--- config.mk ---
export PLATFORM = sky130hd
export DESIGN_NAME = xcpt_mode_ctrl
export DESIGN_NICKNAME = d
export VERILOG_FILES = /design/src/rtl/xcpt_pkg.sv /design/src/rtl/xcpt_arbiter.sv /design/src/rtl/xcpt_entry_calc.sv /design/src/rtl/xcpt_saved_bank.sv /design/src/rtl/xcpt_mode_ctrl.sv
export SDC_FILE = /design/constraint.sdc
export NUM_CORES = 1
export LEC_CHECK = 0
export CELL_PAD_IN_SITES_DETAIL_PLACEMENT = 1
export CELL_PAD_IN_SITES_GLOBAL_PLACEMENT = 1
export CORE_UTILIZATION = 37
export CTS_BUF_LIST = sky130_fd_sc_hd__clkbuf_8
export DETAILED_ROUTE_END_ITERATION = 8
export GPL_TIMING_DRIVEN = 0
export PLACE_DENSITY = 0.76
export SLEW_MARGIN = 15
export SYNTH_ARGS = -nofsm -noshare
export SYNTH_HDL_FRONTEND = slang
export SYNTH_SLANG_ARGS = --single-unit
--- constraint.sdc ---
create_clock -name clk -period 4.45 [get_ports clk]
set_input_delay 0.89 -clock clk [delete_from_list [all_inputs] [get_ports clk]]
set_output_delay 0.89 -clock clk [all_outputs]
set_load 0.02 [all_outputs]
--- src/rtl/xcpt_pkg.sv ---
package xcpt_pkg;

  typedef enum logic [4:0] {
    M_USR = 5'b10000,
    M_FIQ = 5'b10001,
    M_IRQ = 5'b10010,
    M_SVC = 5'b10011,
    M_ABT = 5'b10111,
    M_UND = 5'b11011,
    M_SYS = 5'b11111
  } mode_e;

  // Index doubles as vector slot: vector = index * 4.
  typedef enum logic [2:0] {
    X_RST  = 3'd0,
    X_UND  = 3'd1,
    X_SWI  = 3'd2,
    X_PABT = 3'd3,
    X_DABT = 3'd4,
    X_RSV  = 3'd5,
    X_IRQ  = 3'd6,
    X_FIQ  = 3'd7
  } xcpt_e;

  localparam int unsigned BIT_I = 7;
  localparam int unsigned BIT_F = 6;
  localparam int unsigned BIT_T = 5;
  localparam int unsigned NBANK = 5;
  localparam int unsigned BANK_W = $clog2(NBANK);

  function automatic logic mode_legal(input logic [4:0] m);
    case (m)
      M_USR, M_FIQ, M_IRQ, M_SVC, M_ABT, M_UND, M_SYS: mode_legal = 1'b1;
      default:                                         mode_legal = 1'b0;
    endcase
  endfunction

  function automatic logic mode_banked(input logic [4:0] m);
    case (m)
      M_FIQ, M_IRQ, M_SVC, M_ABT, M_UND: mode_banked = 1'b1;
      default:                           mode_banked = 1'b0;
    endcase
  endfunction

  function automatic logic [BANK_W-1:0] bank_of(input logic [4:0] m);
    case (m)
      M_FIQ:   bank_of = BANK_W'(0);
      M_IRQ:   bank_of = BANK_W'(1);
      M_SVC:   bank_of = BANK_W'(2);
      M_ABT:   bank_of = BANK_W'(3);
      default: bank_of = BANK_W'(4);
    endcase
  endfunction

endpackage

--- src/rtl/xcpt_arbiter.sv ---
module xcpt_arbiter
  import xcpt_pkg::*;
(
  input  logic  req_und,
  input  logic  req_swi,
  input  logic  req_pabt,
  input  logic  req_dabt,
  input  logic  irq,
  input  logic  fiq,
  input  logic  mask_i,
  input  logic  mask_f,
  output logic  take,
  output xcpt_e kind
);

  logic irq_ok, fiq_ok;

  assign irq_ok = irq & ~mask_i;
  assign fiq_ok = fiq & ~mask_f;

  always_comb begin
    take = 1'b1;
    kind = X_RSV;
    if (req_dabt)      kind = X_DABT;
    else if (fiq_ok)   kind = X_FIQ;
    else if (irq_ok)   kind = X_IRQ;
    else if (req_pabt) kind = X_PABT;
    else if (req_und)  kind = X_UND;
    else if (req_swi)  kind = X_SWI;
    else               take = 1'b0;
  end

endmodule

--- src/rtl/xcpt_entry_calc.sv ---
module xcpt_entry_calc
  import xcpt_pkg::*;
#(
  parameter int unsigned XLEN = 32,
  parameter int unsigned SLOT_BYTES = 4
) (
  input  xcpt_e            kind,
  input  logic [XLEN-1:0]  fault_addr,
  input  logic [XLEN-1:0]  pc_now,
  input  logic [XLEN-1:0]  status,
  output logic [XLEN-1:0]  vector,
  output logic [4:0]       new_mode,
  output logic [XLEN-1:0]  link,
  output logic [XLEN-1:0]  new_status
);

  localparam logic [XLEN-1:0] OFS_SYNC = XLEN'(4);
  localparam logic [XLEN-1:0] OFS_DATA = XLEN'(8);
  localparam logic [XLEN-1:0] OFS_INT  = XLEN'(4);

  assign vector = XLEN'(kind) * XLEN'(SLOT_BYTES);

  always_comb begin
    new_mode = M_SVC;
    link     = fault_addr + OFS_SYNC;
    case (kind)
      X_UND:  new_mode = M_UND;
      X_SWI:  new_mode = M_SVC;
      X_PABT: new_mode = M_ABT;
      X_DABT: begin
        new_mode = M_ABT;
        link     = fault_addr + OFS_DATA;
      end
      X_IRQ: begin
        new_mode = M_IRQ;
        link     = pc_now - OFS_INT;
      end
      X_FIQ: begin
        new_mode = M_FIQ;
        link     = pc_now - OFS_INT;
      end
      default: new_mode = M_SVC;
    endcase
  end

  always_comb begin
    new_status        = status;
    new_status[BIT_I] = 1'b1;
    new_status[BIT_F] = status[BIT_F] | (kind == X_FIQ);
    new_status[BIT_T] = 1'b0;
    new_status[4:0]   = new_mode;
  end

endmodule

--- src/rtl/xcpt_saved_bank.sv ---
module xcpt_saved_bank
  import xcpt_pkg::*;
#(
  parameter int unsigned XLEN = 32
) (
  input  logic              clk,
  input  logic              rst,
  input  logic              we,
  input  logic [BANK_W-1:0] widx,
  input  logic [XLEN-1:0]   wdata,
  input  logic [BANK_W-1:0] ridx,
  output logic [XLEN-1:0]   rdata
);

  logic [XLEN-1:0] slot [NBANK];

  for (genvar g = 0; g < NBANK; g++) begin : g_slot
    always_ff @(posedge clk) begin
      if (rst)                            slot[g] <= '0;
      else if (we && widx == BANK_W'(g))  slot[g] <= wdata;
    end
  end

  assign rdata = slot[ridx];

endmodule

--- src/rtl/xcpt_mode_ctrl.sv ---
module xcpt_mode_ctrl
  import xcpt_pkg::*;
#(
  parameter int unsigned XLEN = 32
) (
  input  logic            clk,
  input  logic            rst,
  input  logic            req_und,
  input  logic            req_swi,
  input  logic            req_pabt,
  input  logic            req_dabt,
  input  logic            irq,
  input  logic            fiq,
  input  logic [XLEN-1:0] fault_addr,
  input  logic [XLEN-1:0] pc_now,
  input  logic            ret_req,
  input  logic            st_wr,
  input  logic [XLEN-1:0] st_wdata,
  output logic            pc_load,
  output logic [XLEN-1:0] pc_target,
  output logic            lr_wr,
  output logic [XLEN-1:0] lr_value,
  output logic [4:0]      lr_mode,
  output logic [XLEN-1:0] cur_status,
  output logic [XLEN-1:0] cur_saved,
  output logic            illegal_mode
);

  localparam logic [XLEN-1:0] RST_STATUS =
    XLEN'((1 << BIT_I) | (1 << BIT_F) | int'(M_SVC));

  logic            take;
  xcpt_e           kind;
  logic [XLEN-1:0] vec, link, nstat, saved_rd;
  logic [4:0]      nmode;
  logic            in_bank, in_user;

  assign in_bank = mode_banked(cur_status[4:0]);
  assign in_user = (cur_status[4:0] == M_USR);

  xcpt_arbiter u_arb (
    .req_und (req_und),
    .req_swi (req_swi),
    .req_pabt(req_pabt),
    .req_dabt(req_dabt),
    .irq     (irq),
    .fiq     (fiq),
    .mask_i  (cur_status[BIT_I]),
    .mask_f  (cur_status[BIT_F]),
    .take    (take),
    .kind    (kind)
  );

  xcpt_entry_calc #(.XLEN(XLEN)) u_calc (
    .kind      (kind),
    .fault_addr(fault_addr),
    .pc_now    (pc_now),
    .status    (cur_status),
    .vector    (vec),
    .new_mode  (nmode),
    .link      (link),
    .new_status(nstat)
  );

  xcpt_saved_bank #(.XLEN(XLEN)) u_bank (
    .clk  (clk),
    .rst  (rst),
    .we   (take),
    .widx (bank_of(nmode)),
    .wdata(cur_status),
    .ridx (bank_of(cur_status[4:0])),
    .rdata(saved_rd)
  );

  assign cur_saved = in_bank ? saved_rd : '0;

  // Candidate for a return or a software write, before the mode check.
  logic            upd_en;
  logic [XLEN-1:0] upd_val;

  always_comb begin
    upd_en  = 1'b0;
    upd_val = st_wdata;
    if (ret_req && in_bank) begin
      upd_en  = 1'b1;
      upd_val = saved_rd;
    end else if (st_wr) begin
      upd_en  = 1'b1;
      upd_val = in_user ? {st_wdata[XLEN-1:XLEN-4], cur_status[XLEN-5:0]}
                        : st_wdata;
    end
  end

  always_ff @(posedge clk) begin
    if (rst) begin
      cur_status   <= RST_STATUS;
      pc_load      <= 1'b1;
      pc_target    <= '0;
      lr_wr        <= 1'b0;
      lr_value     <= '0;
      lr_mode      <= M_SVC;
      illegal_mode <= 1'b0;
    end else begin
      pc_load      <= 1'b0;
      lr_wr        <= 1'b0;
      illegal_mode <= 1'b0;
      if (take) begin
        cur_status <= nstat;
        pc_load    <= 1'b1;
        pc_target  <= vec;
        lr_wr      <= 1'b1;
        lr_value   <= link;
        lr_mode    <= nmode;
      end else if (upd_en) begin
        if (mode_legal(upd_val[4:0])) begin
          cur_status <= upd_val;
        end else begin
          cur_status   <= {upd_val[XLEN-1:5], cur_status[4:0]};
          illegal_mode <= 1'b1;
        end
      end
    end
  end

endmodule

==> results of run 1 <==
layout by cell type, fill, tap and decap left out, drive strengths merged, types with 33 or more instances in the layout:
cell type and n:
a211oi 85, clkdlybuf4s50 208, nand2 74, nor2 146
inv 36, and2 132, nor3 33, and3 63
a21oi 99, dfxtp 74, buf 62, clkbuf 109
edfxtp 160
power groups by stage:
stage          Combinational, mW  Clock [mW]  Sequential, mW
2_1_floorplan              0.461           0            2.55
3_3_place_gp               0.918           0            2.52
3_5_place_dp               0.947           0            2.53
4_1_cts                    0.954        1.95            2.48
5_1_grt                     1.02        2.02            2.49
6_report                   0.956        1.92            2.48
worst paths after layout:
check	startpoint	to	cells past startpoint
worst max register to register	cur_status[6]	u_bank.slot[3][3]	8
worst min register to register	lr_value[9]	lr_value[9]	2
worst max-delay path	cur_status[1]	cur_saved[27]	9
worst min-delay path	lr_value[9]	lr_value[9]	2
state kept, by name, summed over array words and instances, names as in the netlist, named ones only:
name and flops:
cur_status 31, illegal_mode 1, lr_mode 4, lr_value 32, lr_wr 1, pc_load 1
pc_target 3, u_bank.slot 160
final cells by class:
| class | count | share of cell area (%) |
|---|---|---|
| clock inverters | 30 | 0.770 |
| diodes | 2 | 0.0311 |
| plain buffers | 120 | 4.08 |
| well taps | 442 | 3.44 |
| flip-flops and latches | 234 | 39.1 |
| multi-input cells | 915 | 34.7 |
| repair buffers | 212 | 13.4 |
| clock buffers | 48 | 4.11 |
| inverters | 14 | 0.327 |
worst register-to-register path: stages (launching register included):
cell and delay (ns):
dfxtp_1 0.34, buf_2 0.19, o21ai_2 0.46, nor2_2 0.20
nand2_1 0.25, nand2_1 0.30, nor2_1 0.57, clkbuf_1 0.51
and2_1 0.23
kinds of logic (layout without fill, tap and decap cells):
kind of cell | after synthesis | in the layout
xor gates and xnor gates | 44 | 44
AOI/OAI and AO/OA | 276 | 276
and+or+nand+nor | 523 | 523
adders and majority gates | 3 | 3
DFF | 234 | 234
other | 2 | 34
buffers and inverters | 134 | 424
muxes | 37 | 37
timing repair:
action,CTS,global route
pin swaps,0,0
resized for setup,10,16
cloned,0,0
endpoints found under the setup margin,15,23
layer usage:
metal  vias to the layer above  wire [µm]
met2                       401      22000
met3                        94       3230
met4                         0       1470
met5                         -          0
met1                      5328      18200
li1                       5062          -
through the flow:
stage	hold slack (ns)	std cells	instance area (µm²)	setup WS (ns)
2_1_floorplan	0.530	1283	12500	0.339
3_3_place_gp	0.437	1934	15200	-2.56
3_5_place_dp	0.444	1937	15300	0.117
4_1_cts	0.458	2015	16100	0.0100
5_1_grt	0.482	2016	16100	0.00657
6_report	0.450	2017	16100	0.144
==> results.md, run 1 <==
- Outcome: completed
- Via count: 10900
- Post-synthesis xor/xnor area fraction: 3.11%
- Static Leakage: 6.36 nW
- Hold Path Class: reg -> reg
- Fmax: 0.232 GHz
- IO Port Bufs: 209
- WP data arrival: 3.42 ns
- Global routing usage on met3: 6.13%
- NumNets Final: 1649
- Mapped Cells: 1253
- Overall power: 5.36 mW
- Share of layout cells above drive strength 1: 10.0%
- First-pass GRT wire length: 67.8 mm
- Layout area overhead: 29.6%
- Cts bufs inserted: 43
- Worst path required time: 3.56 ns
- DPL Wire Length: 32.8 mm
- Final hold vios: 0
- Synth area leaders: edfxtp_1, dfxtp_1, and2_1
- Critical-path cell list: buf_2 -> o21ba_1 -> o21ai_4 -> clkbuf_4 -> and2_1 -> buf_2 -> clkbuf_4 -> nor2_1 -> clkdlybuf4s50_1
- Reg-to-reg slack, setup: 1.25 ns
- GPL Wtd Cong: 0.881
- Slew HR: 28.1%
- CTS tree: yes
- Fillers: 3715
- Die area: 34300 µm²
- Htree depth: 2
- Remaining global-route overflow: 0
- Avg Inst Size Synth: 9.90 µm²
- Number of synthesized flops with an enable pin: 160
- Critical Setup Path Class: reg -> out
- Post-DRT Antenna Nets: 0
- Top cells by count, synth: edfxtp_1, nor2_1, and2_1, a21oi_1, a211oi_1
- Seq. cell area: 6290 µm²
- Multi-input logic area: 5580 µm²
- Flop pwr share: 46.3%
- Final setup fails: 0
- Largest net degree at the start of global routing: 33
- Die Y: 185 µm
- Vias per cell: 5.40
- Post-synth ARST share: 0%
- Simple-gate area share of the yosys netlist: 22.6%
- Comb pwr share: 17.8%
- RSZ-0062 raised after global routing: no
- Multiplexer share of the synthesized area: 3.04%
- Clk sinks: 234
- Worst-Skew Late Latency: 0.56 ns
- Int Power: 3.81 mW
- Most common cell in the netlist: edfxtp_1
- Slowest stage cell, crit path: clkdlybuf4s50_1
- Family with the most delay on the worst path: buffers and inverters
- Longest Clk Path Bufs: 3
- Power per cell area: 333 nW/µm²
- Vias in the first global route: 11600
- Adder-cell share of the synthesized area: 0.303%
- Post-layout util: 49.0%
- Type of origin of the critical path: register
- # Post-CTS Setup Buffers: 0
- Flops & latches, synth: 234
- Sequential cell area fraction in the yosys report: 50.7%
- Clk_skew: 0.0119 ns
- Worst-path maximum fanout: 10
- Sw frac: 28.9%
- Netlist Area Pre-Place: 12400 µm²
- Largest area contributor in the netlist: edfxtp_1
- Fin crit period: 4.31 ns
- Worst-path clk slew: 0.06 ns
- Slowest cell delay on critical path: 0.56 ns
- DRC violations left: 0
- Met2 usage: 46.3%
- Max Cap Violations: 0
- Synth cell types: 82
- CTS hold repair buffers: 0
- NetSw: 1.55 mW
- WL final: 44.9 mm
- Slew @ Worst Pin: 1.08 ns
- I/O pin count: 242
- Yosys Warn Count: 0
- Critical path buffers and inverters: 5
- First DRT Iteration DRCs: 684
- Largest family of logic cells by synthesized area: simple AND/OR/NAND/NOR gates
- Worst Setup End Kind: output pin
- Clk pwr share: 35.9%
- Avg WL per Cell: 22.3 µm
- All-Layer GR Usage: 26.4%
- Initial antenna violation count: 3
- DR pass1 iterations: 7
- Starting Density: 37.8%
- Top cell type's share of synthesized area: 38.7%
- CTS Root Cell: clkbuf_8
- Met1 usage: 31.1%
- Die Width: 185 µm
- Final period util: 96.8%
- Core area: 32800 µm²
- Final slew viol count: 0
- # rows: 66
- Compound-Gate Fraction of Synth Area: 14.7%
- Post-synth top flop: edfxtp_1
- TNS Setup: 0 ns
- Worst vdd ir: 0.161 mV
- Gr busiest metal: met2
No activity file was read; power rests on OpenSTA's default activity.
==> run 2, diff against run 1 <==
GPL_TIMING_DRIVEN = unset   (was 0)
SKIP_CTS_REPAIR_TIMING = 1   (was unset)
==> run 2 against run 1 <==
Cell count is 3.9% lower. Die area stayed put. Via count is 3.3% lower. Largest cell class unchanged. Sequential share of layout area is 0.64 points higher. Register-to-register slack better by 0.16 ns. Wire length is 5.7% lower. Global-route usage is 1.5 points lower. Sequential power hardly changed. Critical path depth is 1 lower. Worst hold slack better by 0.0033 ns.
==> results.md, run 2 (synthesis gave the netlist of run 1 again) <==
- Slowest cell delay on critical path: 0.65 ns
- DRC violations left: 0
- All-Layer GR Usage: 24.9%
- R2R cell count: 8
- Initial antenna violation count: 1
- Slowest stage cell, crit path: clkdlybuf4s50_1
- Longest Clk Path Bufs: 3
- Hold path start: lr_value[31]
- Die Width: 185 µm
- Starting Density: 37.8%
- First-pass GRT wire length: 64.6 mm
- Largest register FFs: 160
- Htree depth: 2
- Worst-path clk slew: 0.06 ns
- Core area: 32800 µm²
- Final setup fails: 0
- Top Registers: u_bank.slot (160), lr_value (32), cur_status (31)
- Remaining global-route overflow: 0
- WHS Endpoint: lr_value[31]
- Hold depth: 2
- Type of origin of the critical path: register
- Clk pwr share: 37.5%
- Layout area overhead: 27.5%
- Slew HR: 25.4%
- NumNets Final: 1571
- Final hold vios: 0
- Fin crit period: 4.31 ns
- WP data arrival: 3.42 ns
- Clk_skew: 0.0272 ns
- Fmax: 0.232 GHz
- Power per cell area: 344 nW/µm²
- Hold Path Class: reg -> reg
- Most flop-heavy register: u_bank.slot
- Worst-Skew Late Latency: 0.57 ns
- Reg-to-reg slack, setup: 1.41 ns
- Reg2reg end: illegal_mode
- Flop pwr share: 45.6%
- Post-DRT Antenna Nets: 0
- R2R Path Start: cur_status[2]
- Int Power: 3.86 mW
- Sw frac: 29.1%
- Max Cap Violations: 0
- Vias per cell: 5.43
- Final period util: 96.9%
- NetSw: 1.58 mW
- IO Port Bufs: 211
- Die area: 34300 µm²
- RSZ-0062 raised after global routing: no
- Worst path required time: 3.56 ns
- GPL Wtd Cong: 0.863
- TNS Setup: 0 ns
- Share of layout cells above drive strength 1: 9.83%
- DPL Wire Length: 28.1 mm
- Critical Path Most Common Cell: a211oi_1
- Worst-path maximum fanout: 22
- Die Y: 185 µm
- Worst Setup End Kind: output pin
- Comb pwr share: 16.9%
- Static Leakage: 6.15 nW
- Via count: 10500
- Clk sinks: 234
- Fillers: 3664
- Commonest cells after routing, fill and taps aside: clkdlybuf4s50_1, edfxtp_1, nor2_1, and2_1, a21oi_1
- CTS Root Cell: clkbuf_8
- Overall power: 5.45 mW
- CTS tree: yes
- Vias in the first global route: 11200
- Critical-path cell list: and3b_1 -> buf_4 -> and3_1 -> a211oi_1 -> a211oi_1 -> a21oi_1 -> nor2_1 -> clkdlybuf4s50_1
- # rows: 66
- Family with the most delay on the worst path: buffers and inverters
- Final slew viol count: 0
- Largest net degree at the start of global routing: 41
- Most common cell after layout, fill and taps aside: clkdlybuf4s50_1
- First DRT Iteration DRCs: 657
- DR pass1 iterations: 5
- Cts bufs inserted: 43
- Outcome: completed
- Critical path buffers and inverters: 2
- Critical Setup Path Class: reg -> out
- I/O pin count: 242
- Worst vdd ir: 0.160 mV
- Slew @ Worst Pin: 1.12 ns
- WL final: 42.3 mm
- Avg WL per Cell: 21.8 µm
run 2: cell types whose count changed in the layout (fill, tap and decap cells not counted), moves of 3 or more:
cell and delta:
clkinv_2 +10, buf_2 -18, clkbuf_8 -4, inv_1 -13, clkbuf_4 -3, buf_4 +5, clkbuf_2 -10, buf_1 -4
clkbuf_1 -48
run 2: power by group through the flow:
stage	combinational [mW]	clock [mW]	sequential (mW)
detailed placement	0.914	0	2.53
CTS	0.919	2.08	2.48
global route	0.989	2.17	2.49
finish	0.922	2.04	2.48
floorplan	0.461	0	2.55
global placement	0.900	0	2.52
run 2: area by class of cell:
type | count | area, µm² | share of cell area, %
antenna | 1 | 2.50 | 0.0158
clock buffer | 44 | 606 | 3.83
clock inverter | 34 | 218 | 1.38
inverter | 14 | 52.6 | 0.332
multi-input combinational | 915 | 5610 | 35.5
sequential | 234 | 6290 | 39.8
tap | 442 | 553 | 3.50
timing repair buffer | 254 | 2490 | 15.7
run 2: worst max path at each step:
stage	endpoint	depth (start not counted)	slack, ns	startpoint
final	cur_saved[28]	8	0.14	cur_status[3]
after global routing	cur_saved[28]	8	0.04	cur_status[3]
after CTS	cur_saved[5]	8	-0.07	cur_status[3]
after detailed placement	cur_saved[27]	7	0.57	cur_status[4]
after global placement	cur_saved[5]	8	0.59	cur_status[3]
after floorplan	u_bank.slot[2][0]	4	0.34	fiq
run 2: metrics by stage:
step                      hold WS [ns]  setup slack [ns]  cells  area, µm²  util, %
after floorplan                  0.530             0.339   1283      12500        -
after global placement           0.433             0.595   1856      14900     45.6
after detailed placement         0.449             0.568   1856      14900     45.6
after CTS                        0.462           -0.0684   1934      15800     48.1
after global routing             0.472            0.0367   1937      15800     48.2
final                            0.454             0.140   1938      15800     48.2
run 2: metal layers:
metal,vias to the layer above,wire length (µm),track usage [%]
li1,4890,-,-
met1,5230,17800,29.9
met2,347,21000,44.2
met3,62,2700,5.29
met4,0,845,7.83
met5,-,0,0
run 2: worst register-to-register path: stages (launching register included):
cell and delay [ns]:
dfxtp_1 0.56, o21ba_1 0.25, o21ai_4 0.39, buf_4 0.39, a221oi_1 0.12, a32oi_2 0.28, o22ai_1 0.19, and3_1 0.26
nor4_1 0.44
==> run 3, diff against run 2 <==
CORE_MARGIN = 2   (was unset)
CORE_UTILIZATION = 39   (was 37)
PLACE_DENSITY = 0.77   (was 0.76)
SYNTH_HIERARCHICAL = 1   (was unset)
==> run 3 against run 2 <==
Wire length is 7.9% higher. Sequential power is 15% higher. Non-clock buffer count is 36 higher. Combinational power is 58% higher. Synthesized area is 18% higher. Cell count is 10% higher. Critical path depth is 1 lower. Core utilization is 1.2 points higher. Fmax is 0.72% lower. Design area is 15% higher. Largest power group unchanged. Highest routed layer unchanged.
==> results.md, run 3 <==
- Worst-path clk slew: 0.05 ns
- Compound-Gate Fraction of Synth Area: 13.2%
- Simple-gate area share of the yosys netlist: 22.7%
- Slowest stage cell, crit path: clkdlybuf4s50_1
- Post-DRT Antenna Nets: 0
- Die Y: 198 µm
- Flops & latches, synth: 264
- DPL Wire Length: 31.2 mm
- Synth cell types: 84
- CTS Root Cell: clkbuf_8
- Largest register FFs: 160
- Hold Path Class: reg -> reg
- Final hold vios: 0
- Vias in the first global route: 12400
- Most flop-heavy register: u_bank/slot
- Avg WL per Cell: 21.4 µm
- Die Width: 198 µm
- Outcome: completed
- Global routing usage on met3: 6.37%
- Placed insts: 2043
- Max Cap Violations: 0
- Worst-path maximum fanout: 7
- Static Leakage: 7.26 nW
- Via count: 11700
- First DRT Iteration DRCs: 633
- Power per cell area: 361 nW/µm²
- Share of layout cells above drive strength 1: 9.79%
- Post-synth ARST share: 0%
- Multiplexer share of the synthesized area: 6.85%
- Mapped Cells: 1417
- Final setup fails: 0
- RSZ-0062 raised after global routing: no
- Remaining global-route overflow: 0
- Clk sinks: 264
- Fin crit period: 4.34 ns
- Number of synthesized flops with an enable pin: 160
- Fmax: 0.230 GHz
- Post-synth top flop: edfxtp_1
- Top cells by count, synth: and2_1, edfxtp_1, dfxtp_1, nor2_1, mux2i_1
- Multi-input logic area: 6750 µm²
- GPL Wtd Cong: 0.902
- Slew HR: 39.0%
- Post-layout util: 49.5%
- Synth area leaders: edfxtp_1, dfxtp_1, and2_1
- Adder-cell share of the synthesized area: 0.257%
- Htree depth: 2
- CTS tree: yes
- Fillers: 4043
- Met2 usage: 39.6%
- Post-synthesis xor/xnor area fraction: 1.80%
- TNS Setup: 0 ns
- Core area: 36800 µm²
- Met1 usage: 28.3%
- Critical Setup Path Class: reg -> out
- Family with the most delay on the worst path: simple AND/OR/NAND/NOR gates
- DRC violations left: 0
- Netlist Area Pre-Place: 14600 µm²
- Worst path required time: 3.56 ns
- Seq. cell area: 6890 µm²
- Initial antenna violation count: 0
- Cts bufs inserted: 48
- Starting Density: 39.7%
- Clk_skew: 0.0261 ns
- Sequential cell area fraction in the yosys report: 47.1%
- Layout area overhead: 24.6%
- Final slew viol count: 0
- Vias per cell: 5.48
- Worst-Skew Late Latency: 0.62 ns
- Most common cell in the netlist: and2_1
- All-Layer GR Usage: 23.1%
- WL final: 45.7 mm
- Gr busiest metal: met2
- Largest family of logic cells by synthesized area: simple AND/OR/NAND/NOR gates
- Critical path buffers and inverters: 2
- Worst vdd ir: 0.196 mV
- Avg Inst Size Synth: 10.3 µm²
- DR pass1 iterations: 5
- Longest Clk Path Bufs: 3
- # rows: 70
- Non-filler cells, final: 2134
- IO Port Bufs: 241
- Worst Setup End Kind: output pin
- Die area: 39000 µm²
- Most common cell after layout, fill and taps aside: clkdlybuf4s50_1
- Slowest cell delay on critical path: 0.61 ns
- Yosys Warn Count: 6
- WP data arrival: 3.45 ns
- Largest net degree at the start of global routing: 63
- Commonest cells after routing, fill and taps aside: clkdlybuf4s50_1, and2_1, edfxtp_1, dfxtp_1
- I/O pin count: 242
- Type of origin of the critical path: register
- Largest area contributor in the netlist: edfxtp_1
- Final period util: 97.6%
- NumNets Final: 1738
- Top cell type's share of synthesized area: 32.9%
- Critical-path cell list: nor2b_1 -> and3_4 -> buf_4 -> a211oi_1 -> a221oi_1 -> and2_1 -> clkdlybuf4s50_1
- Slew @ Worst Pin: 0.913 ns
- First-pass GRT wire length: 70.0 mm
run 3: changes by cell type in the layout (fill, tap and decap cells not counted), sizes merged, moves of 29 or more:
cell,previous run,this run
and3,63,34
inv,25,59
nor2b,5,45
a211oi,85,37
mux2i,32,100
and2,132,197
a21oi,99,26
a221oi,2,34
clkdlybuf4s50,210,240
nor2,146,101
dfxtp,74,104
run 3: final timing paths:
| kind | from | endpoint | slack (ns) | depth (start not counted) |
|---|---|---|---|---|
| min | pc_target[15] | pc_target[15] | 0.49 | 2 |
| max reg2reg | cur_status[7] | u_bank/slot[0][18] | 1.04 | 11 |
| min reg2reg | pc_target[15] | pc_target[15] | 0.49 | 2 |
| max | cur_status[4] | cur_saved[2] | 0.11 | 7 |
run 3: routing by layer:
metal,vias up,wire length [µm]
met5,-,0
met4,0,1170
met3,81,3120
met2,338,22300
met1,5824,19100
li1,5457,-
run 3: cells by family after synthesis:
kind of cell,after synthesis
compound gates,247
xor+xnor,30
fa+ha+maj,3
buf+inv,204
flops,264
mux,100
other cells,2
simple gates,567
run 3: tightest hold or removal path, stage by stage (launching register included):
cell and delay, ns:
dfxtp_1 0.32, mux2i_1 0.07, nor2_1 0.07
run 3: per-stage QoR:
| stage | cell area (µm²) | total power [mW] | hold slack (ns) | setup slack, ns |
|---|---|---|---|---|
| floorplan | 14700 | 3.69 | 0.583 | 0.257 |
| global placement | 17200 | 4.29 | 0.471 | 0.392 |
| detailed placement | 17200 | 4.33 | 0.486 | 0.256 |
| CTS | 18100 | 6.63 | 0.498 | -0.104 |
| global route | 18200 | 6.86 | 0.528 | 0.00109 |
| finish | 18200 | 6.57 | 0.493 | 0.108 |
run 3: power by group:
| group | switching (mW) | internal [mW] | total (mW) |
|---|---|---|---|
| Sequential | 0.0804 | 2.76 | 2.84 |
| Clock | 1.06 | 1.21 | 2.27 |
| Combinational | 0.837 | 0.626 | 1.46 |
| Total | 1.97 | 4.60 | 6.57 |
run 3: layout make-up:
cell class | count | area share [%]
Inverter | 44 | 0.907
Antenna cell | 1 | 0.0137
Multi-Input combinational cell | 981 | 37.1
Clock inverter | 33 | 1.13
Clock buffer | 53 | 4.01
Timing Repair Buffer | 290 | 15.8
Sequential cell | 264 | 37.8
Tap cell | 468 | 3.22
